### src/rtl/erot_pkg.sv
package erot_pkg;

    typedef enum logic [1:0] {
        MODE_THERM   = 2'd0,
        MODE_ROTATE  = 2'd1,
        MODE_TWOPATH = 2'd2,
        MODE_SPARE   = 2'd3
    } dem_mode_e;

    typedef enum logic {
        ST_PATH_A = 1'b0,
        ST_PATH_B = 1'b1
    } path_state_e;

endpackage

### src/rtl/erot_therm.sv
module erot_therm #(
    parameter int N_ELEM = 8,
    parameter int CODE_W = 4
) (
    input  logic [CODE_W-1:0] code,
    output logic [N_ELEM-1:0] therm
);
    // Bit i is set when the level exceeds i; codes above N_ELEM saturate.
    for (genvar gi = 0; gi < N_ELEM; gi++) begin : g_bit
        assign therm[gi] = (code > CODE_W'(gi));
    end
endmodule

### src/rtl/erot_rotl.sv
module erot_rotl #(
    parameter int N_ELEM = 8,
    parameter int PTR_W  = 3
) (
    input  logic [N_ELEM-1:0] din,
    input  logic [PTR_W-1:0]  shift,
    output logic [N_ELEM-1:0] dout
);
    // Ring rotation toward higher indices; N_ELEM is a power of two, so
    // the index arithmetic wraps on its own.
    for (genvar gj = 0; gj < N_ELEM; gj++) begin : g_out
        assign dout[gj] = din[PTR_W'(gj) - shift];
    end
endmodule

### src/rtl/erot_ptr.sv
module erot_ptr #(
    parameter int N_PATH = 2,
    parameter int PTR_W  = 3
) (
    input  logic                          clk,
    input  logic                          rst_n,
    input  logic [N_PATH-1:0]             adv,
    input  logic [PTR_W-1:0]              step,
    output logic [N_PATH-1:0][PTR_W-1:0]  ptr
);
    for (genvar gp = 0; gp < N_PATH; gp++) begin : g_path
        always_ff @(posedge clk or negedge rst_n) begin
            if (!rst_n) begin
                ptr[gp] <= '0;
            end else if (adv[gp]) begin
                ptr[gp] <= ptr[gp] + step;
            end
        end

        // a pointer whose path was idle keeps its value
        assert_idle_hold_R9: assert property (@(posedge clk) disable iff (!rst_n)
            ($past(rst_n) && !$past(adv[gp])) |-> $stable(ptr[gp]));
    end

    // at most one path moves per sample
    assert_one_path_R7: assert property (@(posedge clk) disable iff (!rst_n)
        $onehot0(adv));
endmodule

### src/rtl/dem_rotate_sel.sv
module dem_rotate_sel
    import erot_pkg::*;
#(
    parameter int  N_ELEM = 8,
    localparam int CODE_W = $clog2(N_ELEM + 1),
    localparam int PTR_W  = $clog2(N_ELEM)
) (
    input  logic              clk,
    input  logic              rst_n,
    input  logic [CODE_W-1:0] code_in,
    input  logic [1:0]        mode_in,
    output logic [N_ELEM-1:0] elem_en
);
    localparam int N_PATH = 2;

    dem_mode_e                    mode;
    path_state_e                  state_q, state_d;
    logic [PTR_W-1:0]             step;
    logic [PTR_W-1:0]             shift;
    logic [N_PATH-1:0]            adv;
    logic [N_PATH-1:0][PTR_W-1:0] ptr;
    logic [N_ELEM-1:0]            therm;
    logic [N_ELEM-1:0]            rot_out;

    assign mode = dem_mode_e'(mode_in);

    // Advance per sample: code modulo N_ELEM, with a full group moving by zero.
    assign step = (code_in >= CODE_W'(N_ELEM)) ? '0 : code_in[PTR_W-1:0];

    // Path state machine: next state
    always_comb begin
        state_d = ST_PATH_A;
        unique case (state_q)
            ST_PATH_A: state_d = (mode == MODE_TWOPATH) ? ST_PATH_B : ST_PATH_A;
            ST_PATH_B: state_d = ST_PATH_A;
            default:   state_d = ST_PATH_A;
        endcase
    end

    // Pointer selection and advance enables
    always_comb begin
        adv   = '0;
        shift = '0;
        unique case (mode)
            MODE_ROTATE: begin
                adv[0] = 1'b1;
                shift  = ptr[0];
            end
            MODE_TWOPATH: begin
                if (state_q == ST_PATH_B) begin
                    adv[1] = 1'b1;
                    shift  = ptr[1];
                end else begin
                    adv[0] = 1'b1;
                    shift  = ptr[0];
                end
            end
            MODE_THERM, MODE_SPARE: begin
                adv   = '0;
                shift = '0;
            end
            default: ;
        endcase
    end

    erot_ptr #(.N_PATH(N_PATH), .PTR_W(PTR_W)) u_ptr (
        .clk   (clk),
        .rst_n (rst_n),
        .adv   (adv),
        .step  (step),
        .ptr   (ptr)
    );

    erot_therm #(.N_ELEM(N_ELEM), .CODE_W(CODE_W)) u_therm (
        .code  (code_in),
        .therm (therm)
    );

    erot_rotl #(.N_ELEM(N_ELEM), .PTR_W(PTR_W)) u_rotl (
        .din   (therm),
        .shift (shift),
        .dout  (rot_out)
    );

    // State register
    always_ff @(posedge clk or negedge rst_n) begin
        if (!rst_n) state_q <= ST_PATH_A;
        else        state_q <= state_d;
    end

    // Output register
    always_ff @(posedge clk or negedge rst_n) begin
        if (!rst_n) elem_en <= '0;
        else        elem_en <= rot_out;
    end

    // held low throughout reset
    always_comb begin
        if (!rst_n) assert_reset_low_R1: assert (elem_en == '0);
    end

    // enable count follows the saturated level
    assert_count_R2: assert property (@(posedge clk) disable iff (!rst_n)
        $past(rst_n) |->
        ($countones(elem_en) ==
         (($past(code_in) > CODE_W'(N_ELEM)) ? N_ELEM : int'($past(code_in)))));

    assert_saturate_R6: assert property (@(posedge clk) disable iff (!rst_n)
        ($past(rst_n) && ($past(code_in) >= CODE_W'(N_ELEM))) |-> (&elem_en));

    // a rotate group begins at the pointer
    assert_rot_start_R3: assert property (@(posedge clk) disable iff (!rst_n)
        ($past(rst_n) && ($past(mode) == MODE_ROTATE) && ($past(code_in) != '0))
        |-> elem_en[$past(ptr[0])]);

    // thermometer groups are contiguous from index 0
    assert_therm_low_R5: assert property (@(posedge clk) disable iff (!rst_n)
        ($past(rst_n) && ($past(mode) == MODE_THERM))
        |-> (((elem_en + N_ELEM'(1)) & elem_en) == '0));

    // two-path samples alternate the path state
    assert_alternate_R7: assert property (@(posedge clk) disable iff (!rst_n)
        ($past(rst_n) && ($past(mode) == MODE_TWOPATH)) |-> (state_q != $past(state_q)));

    assert_pathb_start_R7: assert property (@(posedge clk) disable iff (!rst_n)
        ($past(rst_n) && ($past(mode) == MODE_TWOPATH) &&
         ($past(state_q) == ST_PATH_B) && ($past(code_in) != '0))
        |-> elem_en[$past(ptr[1])]);
endmodule

### config.mk
export PLATFORM = sky130hd
export DESIGN_NAME = dem_rotate_sel
export DESIGN_NICKNAME = d
export VERILOG_FILES = /design/src/rtl/erot_pkg.sv /design/src/rtl/erot_therm.sv /design/src/rtl/erot_rotl.sv /design/src/rtl/erot_ptr.sv /design/src/rtl/dem_rotate_sel.sv
export SDC_FILE = /design/constraint.sdc
export NUM_CORES = 1
export LEC_CHECK = 0
export BUFFER_PORTS_ARGS = -buffer_cell sky130_fd_sc_hd__buf_2
export CORE_ASPECT_RATIO = 0.7
export CORE_MARGIN = 3
export CORE_UTILIZATION = 55
export CTS_CLUSTER_DIAMETER = 40
export DETAILED_ROUTE_END_ITERATION = 8
export PLACE_DENSITY = 0.78
export SLEW_MARGIN = 20
export SYNTH_ARGS = -nofsm -noshare
export SYNTH_HDL_FRONTEND = slang
export SYNTH_SLANG_ARGS = --single-unit
### constraint.sdc
create_clock -name clk -period 2.1 [get_ports clk]
set_input_delay 0.21 -clock clk [delete_from_list [all_inputs] [get_ports clk]]
set_output_delay 0.21 -clock clk [all_outputs]
set_load 0.02 [all_outputs]
Word-level counts from Yosys, hierarchy flattened
Cells that the tools add are included.

word-level totals
  register bits = 15
  input port bits = 8
  output and inout port bits = 8
  logic and storage cells = 62

operators by class
  add/subtract/negate cells = 10
  order comparisons = 17
  eq/ne operators = 3
  multiplexer cells = 25
  bitwise gates (word level) = 1
  reduce and logical (&&, ||, !) cells = 2

operators by type and width
  kind                                                           count
  < comparator 3 x 4 -> 1 bit, second input constant             8
  binary-select mux 1 bit (select 3 bit)                         8
  greater-than comparator 4 x 3 -> 1 bit, second input constant  4
  two-way mux 1 bit                                              12
  subtractor 3 bit, first input constant                         4
  one-hot mux 3 bit (3 select lines)                             1
  greater-than comparator 4 x 1 -> 1 bit, second input constant  2
  greater-than comparator 4 x 2 -> 1 bit, second input constant  2
  adder 3 bit                                                    2
  two-way mux 3 bit                                              2
  subtractor 1 x 3 -> 3 bit, first input constant                2
  subtractor 2 x 3 -> 3 bit, first input constant                2
  equality test 2 bit, second input constant                     2
  greater-or-equal comparator 4 bit, second input constant       1
  one-hot mux 1 bit (3 select lines)                             1
  equality test 2 x 1 -> 1 bit, second input constant            1
  logical NOT 2 bit                                              1
  one-hot mux 1 bit (2 select lines)                             1
  OR reduction 2 bit                                             1
  NOT 1 bit                                                      1

Depth between registers and ports, before layout
  depth in word-level cells = 6
  gate-level depth with buffers = 9
  gate-level depth less buffers = 8

Modules after synthesis
A second synthesis with hierarchy kept.

second synthesis, totals
  cells, all modules = 92
  area total of the unflattened synthesis = 1159.9 µm²

modules (own cells, without submodules)
  module          instances  cells each  area each (µm²)  seq. area each (µm²)
  erot_rotl       1          37          432.9            0.0
  dem_rotate_sel  1          23          350.3            225.2
  erot_ptr        1          23          312.8            150.1
  erot_therm      1          9           63.8             0.0

Worst setup path after synthesis
OpenSTA, ideal clock, no wires.

  path kind = flip-flop to flip-flop
  from = reg state_q
  to = reg elem_en[2]
  library setup time = 134 ps
  arrival = 1797 ps
  required time = 1966 ps
  setup slack = 169 ps
  stages on the path, launching flop included = 10
  buffers on the path = 1
  clock period less this slack = 1931 ps
  cell sequence = dfrtp_1 > buf_6 > mux2i_1 > o21ai_0 > inv_1 > ha_1 > o21ai_0 > nor2_1 > a211oi_1 > a21oi_1

on the way
  longest elaborated chain between the ends = 5

ends and longest elaborated chain
  what                                     RTL line              source
  start: declaration                       dem_rotate_sel.sv:17  path_state_e state_q, state_d;
  start signal: assignment                 dem_rotate_sel.sv:88  else state_q <= state_d;
  two-way mux 3 bit                        dem_rotate_sel.sv:50  if (state_q == ST_PATH_B) begin
  one-hot mux 3 bit (3 select lines)       dem_rotate_sel.sv:44  unique case (mode)
  subtractor 2 x 3 -> 3 bit                erot_rotl.sv:12       assign dout[gj] = din[PTR_W'(gj) - shift];
  binary-select mux 1 bit (select 3 bit)   erot_rotl.sv:12
  two-way mux 1 bit (not written as such)  erot_rotl.sv:12
  net rot_out[2]                           dem_rotate_sel.sv:23  logic [N_ELEM-1:0] rot_out;
  end signal: assignment                   dem_rotate_sel.sv:94  else elem_en <= rot_out;
  end: declaration                         dem_rotate_sel.sv:12  output logic [N_ELEM-1:0] elem_en

The timed path passes the listed nets, and every way through them passes these cells. The select of a mux whose other input is x is not followed.
A chain may end at the register's enable or synchronous reset.

Worst setup path in the final report
Ends and elaborated chain as after synthesis.

==> flow_summary.yaml <==
run_status:
  status: "finished clean"
timing:
  slew_headroom_pct: 75.8
  fin_setup_tns_ns: 0
  timing.final.ws_setup_ns: 0.115
  rsz0062_at_grt: "false"
  fin_crit_ns: 1.98
  whs_ns: 0.273
  hold_viol: 0
  setup_viol: 0
  drv_slew: 0
  fmax_mhz: 504
  fin_crit_sh_pct: 94.5
  worst_slew_pin_slew_ns: 0.354
  finClkSkew_ns: 0.00190
clock_network:
  clk_latency_ns: 0.28
  root_buffer: "clkbuf_4"
  cts_sinks: 15
  cts_buffer_depth: 2
  cts_buffers: 3
  htreeDepth: 1
  post_cts_buffers: 0
  clk_pin_slew_ns: 0.09
  cts_tree: "built"
logic_synthesis:
  synth_top_area_share_pct: 36.6
  yosys_warnings: 0
  synth-main-ff-cell: "dfrtp_1"
  synth_edf_count: 0
  syn_nets: 115
  ys_ff_latch: 15
  synth_seq_area_share_pct: 36.6
  yosysMostFrequentCell: "dfrtp_1"
  synthCells: 101
  synthTopCellsByArea: "dfrtp_1 37%, ha_1 4.9%, fa_1 3.9%, xnor2_1 3.4%, mux2_2 3.3%"
  synth_area_leader_cell: "dfrtp_1"
  netlist_area_um2: 1020
  synthTopCellsByCount: "15 x dfrtp_1, 8 x nor2_1, 6 x a21oi_1, 5 x inv_1, 5 x o21ai_0"
  synthArstFlopShare_pct: 100
  avgSynthCellArea_um2: 10.1
  synth.distinct_cells: 38
final_layout:
  diodes: 0
  final_net_count: 134
  num-fill-cells: 135
  area_growth_pct: 13.6
  drive_gt1_share_pct: 28.6
  multiInputGateArea_um2: 603
  fin_util_pct: 69.8
  layout.cells.non_filler: 140
  regArea_um2: 375
worst_setup_path:
  cp_max_fo: 5
  end_kind: "register"
  start_kind: "register"
  reg2reg_to: "elem_en[2]"
  crit_chain: "mux2i_2 -> o21ai_1 -> inv_1 -> ha_1 -> o21ai_0 -> nor2_1 -> a211oi_2 -> a21oi_1"
  max_stage_delay_ns: 0.47
  criticalPathCategory: "register to register"
  crit_arrival_ns: 2.15
  required_ns: 2.27
  r2r-start: "state_q"
  r2r_slack_ns: 0.12
  r2r_cells: 8
  critPathSlowestCell: "dfrtp_1"
place:
  place_congestion: 0.814
  place_inst: 135
  dpl_worst_slack_ns: 0.117
  io_buffers: 15
  hpwlAfterDp_um: 1440
hold_path:
  hold_path_end: "elem_en[6]"
  hold_depth: 3
  hp-class: "primary input to register"
  min_from: "code_in[2]"
pwr:
  p_leak_nw: 0.503
  p_clk_share_pct: 14.1
  power_density_nw_per_um2: 1030
  ir_worst_vdd_mv: 0.806
  p_comb_share_pct: 47.2
  internal-power_uw: 718
  switchingPower_uw: 476
  p_sw_share_pct: 39.9
  seq_power_share_pct: 38.7
drt:
  vias_per_cell: 5.54
  dr_total_vias: 775
  post_drt_wl_per_cell_um: 14.1
  drt-initial-drc-count: 17
  drc: 0
  drt_wl_total_um: 1980
  ant_nets: 0
  dr.pass1.iters: 4
die:
  core_area_um2: 1670
  dieArea_um2: 2430
  die_w_um: 57.6
  die_h_um: 42.1
  start_util_pct: 61.5
  rows: 12
  io_pins: 16
grt:
  antenna_found_initial: 0
  grt_max_degree: 17
  grtUsageTotal_pct: 18.1
  grt_pass1_vias: 724
  grt_overflow: 0
  grt_pass1_wl_um: 3400
run:
  maxCapViolations: 0
worst max-delay path: cells and delay by family, from the launching register on:
family / cells / cell delay (ns)
and+or+nand+nor: 1 / 0.08
muxes: 1 / 0.21
AOI/OAI and AO/OA: 4 / 0.72
buffers and inverters: 1 / 0.06
adders and majority gates: 1 / 0.33
DFF: 1 / 0.47
per-layer routing:
layer  routed length, um  track usage, %  vias to the layer above  part of all wire, %
met5                   0               0                        -                    0
met4                  11            2.78                        0                 0.56
met2                 803            22.7                       14                   41
met1                1070            29.1                      362                   54
met3                  92            6.46                        2                  4.7
li1                    -               -                      397                    -
final cells by class:
| type | count | area share [%] |
|---|---|---|
| multi-input cells | 75 | 51.8 |
| flip-flops and latches | 15 | 32.3 |
| repair buffers | 19 | 9.25 |
| clock buffers | 4 | 2.26 |
| well taps | 21 | 2.26 |
| inverters | 6 | 2.15 |
sequential cells by signal (all words and copies together), names as in the netlist:
| signal | flops |
|---|---|
| u_ptr.ptr | 6 |
| elem_en | 8 |
| state_q | 1 |
power groups by stage:
stage	clock [mW]	sequential, mW	combinational [mW]
detailed placement	0	0.464	0.544
global route	0.188	0.478	0.631
global placement	0	0.463	0.526
CTS	0.176	0.459	0.549
finish	0.169	0.462	0.563
floorplan	0	0.506	0.358
worst max-delay path by stage:
stage	cells past startpoint	to	slack, ns	from
after floorplan	9	elem_en[2]	0.17	state_q
after global placement	8	elem_en[6]	0.20	state_q
after detailed placement	8	elem_en[2]	0.12	state_q
after CTS	8	elem_en[2]	0.10	state_q
after global routing	8	elem_en[2]	0.001	state_q
final	8	elem_en[2]	0.12	state_q
layout by cell type (no fill, tap or decap), types with 2 or more instances in the layout:
master | synthesis | routed
maj3_2 | 2 | 2
nor2b_1 | 3 | 3
nand2_1 | 4 | 4
o21bai_1 | 3 | 3
inv_1 | 5 | 5
mux2_2 | 3 | 3
nand2b_1 | 2 | 2
o21ai_0 | 5 | 4
ha_1 | 4 | 4
nor3_1 | 2 | 2
xor2_1 | 3 | 3
buf_2 | 0 | 15
xnor2_1 | 4 | 4
nand3b_1 | 4 | 4
buf_4 | 0 | 3
dfrtp_1 | 15 | 15
mux2i_1 | 3 | 2
nor2_1 | 8 | 8
a21oi_1 | 6 | 5
clkbuf_4 | 0 | 3
fa_1 | 2 | 2
logic make-up (layout without fill, tap and decap cells):
| family | Yosys count | after routing | share of synthesized area, % |
|---|---|---|---|
| AOI/OAI and AO/OA | 29 | 29 | 21.1 |
| buffers and inverters | 11 | 29 | 5.74 |
| and+or+nand+nor | 25 | 25 | 13.3 |
| DFF | 15 | 15 | 36.6 |
| muxes | 6 | 6 | 6.23 |
| xor gates and xnor gates | 7 | 7 | 5.98 |
| adders and majority gates | 8 | 8 | 11.0 |
through the flow:
| step | cell area (um^2) | power, mW |
|---|---|---|
| floorplan | 1020 | 0.863 |
| global placement | 1110 | 0.989 |
| detailed placement | 1110 | 1.01 |
| CTS | 1150 | 1.18 |
| global route | 1160 | 1.30 |
| finish | 1160 | 1.19 |
what timing repair did:
action                                 CTS  global route
resized for setup                        0             4
hold buffers                             1             0
setup endpoints to repair                0             4
endpoints found under the hold margin   15             0
No activity file was read; power rests on OpenSTA's default activity.
